## src/rtl/lpm_pkg.sv

```systemverilog
package lpm_pkg;

  typedef enum logic [3:0] {
    S_RUN, S_PREA, S_PDE, S_PD, S_PXIT, S_SRE, S_SR, S_SXW, S_SXREF
  } lpm_state_e;

  typedef enum logic [2:0] {
    C_NOP  = 3'd0,
    C_PREA = 3'd1,
    C_PDN  = 3'd2,
    C_SRE  = 3'd3,
    C_REF  = 3'd4
  } lpm_cmd_e;

  // CKE is held low in the entry and resident states of both modes
  function automatic logic state_cke(input lpm_state_e s);
    return !(s inside {S_PDE, S_PD, S_SRE, S_SR});
  endfunction

  function automatic lpm_cmd_e state_cmd(input lpm_state_e s);
    case (s)
      S_PREA:  return C_PREA;
      S_PDE:   return C_PDN;
      S_SRE:   return C_SRE;
      S_SXREF: return C_REF;
      default: return C_NOP;
    endcase
  endfunction

  function automatic logic state_grant(input lpm_state_e s);
    return s == S_RUN;
  endfunction

  // traffic is idle and low power is requested
  function automatic logic entry_ready(input logic en, input logic pend,
                                       input logic backlog_zero, input logic urgent);
    return en && !pend && backlog_zero && !urgent;
  endfunction

  function automatic logic pd_wake(input logic en, input logic sel,
                                   input logic pend, input logic urgent);
    return pend || urgent || !en || !sel;
  endfunction

  function automatic logic sr_wake(input logic en, input logic sel, input logic pend);
    return pend || !en || sel;
  endfunction

endpackage

```

## src/rtl/lpm_cond.sv

```systemverilog
module lpm_cond #(
  parameter int BW = 6
) (
  input  logic          lp_en,
  input  logic          pd_sel,
  input  logic          acc_pend,
  input  logic [BW-1:0] rfsh_backlog,
  input  logic          rfsh_urgent,
  output logic          entry_ok,
  output logic          wake_pd,
  output logic          wake_sr
);
  import lpm_pkg::*;

  logic backlog_zero;

  always_comb begin
    backlog_zero = (rfsh_backlog == '0);
    entry_ok     = entry_ready(lp_en, acc_pend, backlog_zero, rfsh_urgent);
    wake_pd      = pd_wake(lp_en, pd_sel, acc_pend, rfsh_urgent);
    wake_sr      = sr_wake(lp_en, pd_sel, acc_pend);
  end

endmodule

```

## src/rtl/lpm_timer.sv

```systemverilog
module lpm_timer #(
  parameter int TW = 4
) (
  input  logic          clk,
  input  logic          rst_n,
  input  logic          load,
  input  logic [TW-1:0] load_val,
  output logic          zero
);

  logic [TW-1:0] cnt_q;

  always_ff @(posedge clk) begin
    if (!rst_n)              cnt_q <= '0;
    else if (load)           cnt_q <= load_val;
    else if (cnt_q != '0)    cnt_q <= cnt_q - 1'b1;
  end

  assign zero = (cnt_q == '0);

endmodule

```

## src/rtl/lpm_fsm.sv

```systemverilog
module lpm_fsm #(
  parameter int TW = 4
) (
  input  logic                clk,
  input  logic                rst_n,
  input  logic                entry_ok,
  input  logic                pd_sel,
  input  logic                wake_pd,
  input  logic                wake_sr,
  input  logic                any_open,
  input  logic                tmr_zero,
  input  logic [TW-1:0]       t_cke,
  input  logic [TW-1:0]       t_sxnr,
  output lpm_pkg::lpm_state_e state,
  output logic                tmr_load,
  output logic [TW-1:0]       tmr_val
);
  import lpm_pkg::*;

  lpm_state_e    st_q, st_d;
  logic [TW-1:0] xnr_q;
  logic          go_low;

  always_comb begin
    st_d     = st_q;
    tmr_load = 1'b0;
    tmr_val  = t_cke;
    go_low   = 1'b0;
    case (st_q)
      S_RUN: begin
        if (entry_ok) begin
          if (any_open) st_d = S_PREA;
          else begin
            st_d   = pd_sel ? S_PDE : S_SRE;
            go_low = 1'b1;
          end
        end
      end
      S_PREA: begin
        if (entry_ok) begin
          st_d   = pd_sel ? S_PDE : S_SRE;
          go_low = 1'b1;
        end else begin
          st_d = S_RUN;
        end
      end
      S_PDE, S_PD: st_d = (tmr_zero && wake_pd) ? S_PXIT : S_PD;
      S_PXIT:      st_d = S_RUN;
      S_SRE, S_SR: begin
        if (tmr_zero && wake_sr) begin
          st_d     = S_SXW;
          tmr_load = 1'b1;
          tmr_val  = xnr_q;
        end else begin
          st_d = S_SR;
        end
      end
      S_SXW:   if (tmr_zero) st_d = S_SXREF;
      S_SXREF: st_d = S_RUN;
      default: st_d = S_RUN;
    endcase
    if (go_low) tmr_load = 1'b1;
  end

  always_ff @(posedge clk) begin
    if (!rst_n) begin
      st_q  <= S_RUN;
      xnr_q <= '0;
    end else begin
      st_q <= st_d;
      if (go_low) xnr_q <= t_sxnr;
    end
  end

  assign state = st_q;

endmodule

```

## src/rtl/dram_lowpow_seq.sv

```systemverilog
module dram_lowpow_seq #(
  parameter int NB = 4,
  parameter int BW = 6,
  parameter int TW = 4
) (
  input  logic          clk,
  input  logic          rst_n,
  input  logic          lp_en,
  input  logic          pd_sel,
  input  logic          acc_pend,
  input  logic [BW-1:0] rfsh_backlog,
  input  logic          rfsh_urgent,
  input  logic [NB-1:0] bank_open,
  input  logic [TW-1:0] t_cke,
  input  logic [TW-1:0] t_sxnr,
  output logic          cke,
  output logic [2:0]    cmd,
  output logic          acc_ok
);
  import lpm_pkg::*;

  // named internal events, visible to the bound checker
  logic          entry_ok;
  logic          wake_pd;
  logic          wake_sr;
  logic          tmr_zero;
  logic          tmr_load;
  logic [TW-1:0] tmr_val;
  logic          any_open;
  lpm_state_e    state;

  assign any_open = |bank_open;

  lpm_cond #(.BW(BW)) u_cond (
    .lp_en        (lp_en),
    .pd_sel       (pd_sel),
    .acc_pend     (acc_pend),
    .rfsh_backlog (rfsh_backlog),
    .rfsh_urgent  (rfsh_urgent),
    .entry_ok     (entry_ok),
    .wake_pd      (wake_pd),
    .wake_sr      (wake_sr)
  );

  lpm_timer #(.TW(TW)) u_tmr (
    .clk      (clk),
    .rst_n    (rst_n),
    .load     (tmr_load),
    .load_val (tmr_val),
    .zero     (tmr_zero)
  );

  lpm_fsm #(.TW(TW)) u_fsm (
    .clk      (clk),
    .rst_n    (rst_n),
    .entry_ok (entry_ok),
    .pd_sel   (pd_sel),
    .wake_pd  (wake_pd),
    .wake_sr  (wake_sr),
    .any_open (any_open),
    .tmr_zero (tmr_zero),
    .t_cke    (t_cke),
    .t_sxnr   (t_sxnr),
    .state    (state),
    .tmr_load (tmr_load),
    .tmr_val  (tmr_val)
  );

  always_comb begin
    cke    = state_cke(state);
    cmd    = 3'(state_cmd(state));
    acc_ok = state_grant(state);
  end

endmodule

```

## config.mk

```make
export PLATFORM = sky130hd
export DESIGN_NAME = dram_lowpow_seq
export DESIGN_NICKNAME = d
export VERILOG_FILES = /design/src/rtl/lpm_pkg.sv /design/src/rtl/lpm_cond.sv /design/src/rtl/lpm_timer.sv /design/src/rtl/lpm_fsm.sv /design/src/rtl/dram_lowpow_seq.sv
export SDC_FILE = /design/constraint.sdc
export NUM_CORES = 1
export LEC_CHECK = 0
export BUFFER_PORTS_ARGS = -buffer_cell sky130_fd_sc_hd__buf_2
export CAP_MARGIN = 20
export CELL_PAD_IN_SITES_DETAIL_PLACEMENT = 0
export CELL_PAD_IN_SITES_GLOBAL_PLACEMENT = 1
export CORE_UTILIZATION = 36
export DETAILED_ROUTE_END_ITERATION = 16
export PLACE_DENSITY_LB_ADDON = 0.1
export SETUP_SLACK_MARGIN = 0.4
export SKIP_LAST_GASP = 1
export SLEW_MARGIN = 30
export SYNTH_ARGS = -nofsm -noshare
export SYNTH_HDL_FRONTEND = slang
export SYNTH_HIERARCHICAL = 1
export SYNTH_SLANG_ARGS = --single-unit
```

## constraint.sdc

```tcl
create_clock -name clk -period 2.7 [get_ports clk]
set_input_delay 0.54 -clock clk [delete_from_list [all_inputs] [get_ports clk]]
set_output_delay 0.54 -clock clk [all_outputs]
set_load 0.05 [all_outputs]
```

==> results.ini <==
[clocking]
cts_tree = yes
htreeDepth = 1
clk_pin_slew_ps = 80
clock_sinks = 12
hold_buffers = 0
root_buffer = clkbuf_4
tritoncts.num_buffers = 3
clk_path_buf_depth = 2
clock_latency_ps = 270
cts_setup_buffers = 0

[hold_path]
min-delay-start = t_sxnr[2]
min_path_cells = 3
whs_endpoint = u_fsm/xnr_q[2]
hold_path_class = in2reg

[logic_synthesis]
ys.flop_type = dfxtp_1
synth_common_cells = dfxtp_1 (12), nor2b_1 (8), mux2i_1 (6)
synth_edf_count = 0
yosysWarnings = 6
yosysTopAreaCell = dfxtp_1
yosys-top-cells-area = dfxtp_1 (27%), mux2i_1 (6.7%), mux2_4 (6.7%)
synth_cell_types = 43
synth_most_common_cell = dfxtp_1
syn-instance-count = 96
avgSynthCellArea_um2 = 9.36
ys_seq_elements = 12
synth_top_cell_area_share = 0.267
syn_nets = 121
seq_area_frac_synth = 0.267
async_reset_ff_frac = 0
syn_area_um2 = 898

[detailed_routing]
dr.pass1.iters = 4
vias = 777
drt.antenna.violating_nets = 0
routed_via_density = 5.05
post_drt_wl_per_cell_um = 11.6
dr.first_iter.drc_count = 16
drcViolationCount = 0
drt_wl_total_um = 1780

[pwr]
pwr_density_cell_nw_per_um2 = 521
p_leak_uw = 0.000486
ir_worst_vdd_mv = 0.304

[critical_path]
worst_r2r_path_depth = 8
crit_type = reg2out
arrival_ps = 1660
start_kind = flop
cp-end-kind = output port
cp.required_ps = 2160
regToRegStartpoint = u_tmr/cnt_q[0]
regToRegSetupSlack_ps = 760
path_max_fanout = 15
reg2reg_to = u_tmr/cnt_q[2]

[global_route]
track_usage = 0.154
gr-total-overflow = 0
grt_max_degree = 16
grt_pass1_wl_um = 3080
antenna_found_initial = 0
grt_pass1_vias = 709

[floorplan]
rows = 17
io_pins = 29
die_area_um2 = 2700
die-width_um = 52.0
start_util = 0.395
die_h_um = 52.0
core_area_um2 = 2280

[place]
place.gp.congestion = 0.761
hpwl_um = 1360
port_buffers = 28

[cells_and_area]
drive_gt1_frac = 0.413
fillers = 220
diodes = 0
area_growth_pct = 22.1
fin_util = 0.482
fin_nets = 152

[timing]
hold_viol = 0
post-route-period-util = 0.814
slew_headroom = 0.628
finalCriticalPeriod_ps = 2200
tightest_slew_ps = 558
rsz0062_at_grt = false
finalSetupViolations = 0
timing.fmax_mhz = 455
clock-skew-final_ps = 1.54
drv_slew = 0
setup_tns_ps = 0

[outcome]
outcome = complete, no violations

[job]
max_cap_violations = 0

kinds of logic (layout without fill, tap and decap cells):
family / Yosys count / after routing / share of synthesized area
buf+inv: 8 / 38 / 0.0627
mux: 11 / 11 / 0.146
compound gates: 16 / 16 / 0.128
fa+ha+maj: 1 / 1 / 0.0139
xor+xnor: 3 / 3 / 0.0376
simple gates: 45 / 45 / 0.344
flops: 12 / 12 / 0.267
how the worst max path moves through the flow:
stage	from	end	depth (start not counted)
5_1_grt	u_fsm/state[2]	cmd[1]	3
3_3_place_gp	bank_open[1]	u_tmr/cnt_q[0]	7
3_5_place_dp	bank_open[1]	u_tmr/cnt_q[0]	7
6_report	u_fsm/state[2]	cmd[1]	3
4_1_cts	u_fsm/state[0]	cmd[1]	3
2_1_floorplan	u_fsm/state[0]	cmd[1]	2
cell usage in the layout, fill, tap and decap left out, drive strengths merged, types with 3 or more instances in the layout:
master,instances
nand2,5
a21oi,3
nor2,5
mux2,5
nand2b,5
nor2b,9
clkbuf,4
buf,30
nor3b,3
o21ai,4
nand3,5
mux2i,6
dfxtp,12
inv,4
metrics by stage:
stage	hold WS, ps	cells	power (uW)	setup WS [ps]	instance area [um^2]
global placement	503	150	427	638	1060
finish	520	154	571	503	1100
detailed placement	519	150	425	613	1060
floorplan	486	96	364	459	911
CTS	518	154	576	441	1100
global route	521	154	610	428	1100
timing repair:
item                       4_1_cts  5_1_grt
setup endpoints to repair        0        1
hold endpoints to repair         0        0
gates resized for setup          0        1
critical path: stages (launching register included):
cell	delay [ps]
dfxtp_1	490
or4b_1	530
o31ai_1	70
buf_2	290
where the power goes:
part / internal, uW / total (uW) / switching [uW] / leakage [uW]
logic: 117 / 209 / 91.9 / 0.000367
registers: 197 / 216 / 18.7 / 0.0000979
clock network: 81.9 / 147 / 65.1 / 0.0000210
total: 396 / 571 / 176 / 0.000486
final cells by class:
class / count / area, um^2 / share of cell area
Clock buffer: 4 / 36.3 / 0.0331
Tap cell: 28 / 35.0 / 0.0319
Timing Repair Buffer: 30 / 155 / 0.141
Inverter: 4 / 15.0 / 0.0137
Multi-Input combinational cell: 76 / 614 / 0.560
Sequential cell: 12 / 241 / 0.220
flip-flops by register name, indices dropped and copies added (netlist names):
| register | cells |
|---|---|
| u_fsm/state | 4 |
| u_fsm/xnr_q | 4 |
| u_tmr/cnt_q | 4 |
routing by layer:
| metal | routed length [um] | track usage | vias to the layer above |
|---|---|---|---|
| met5 | 0 | 0 | - |
| li1 | - | - | 408 |
| met2 | 741 | 0.231 | 33 |
| met4 | 12 | 0.0676 | 0 |
| met3 | 112 | 0.0263 | 2 |
| met1 | 917 | 0.213 | 334 |
(Power assumes the default switching activity.)
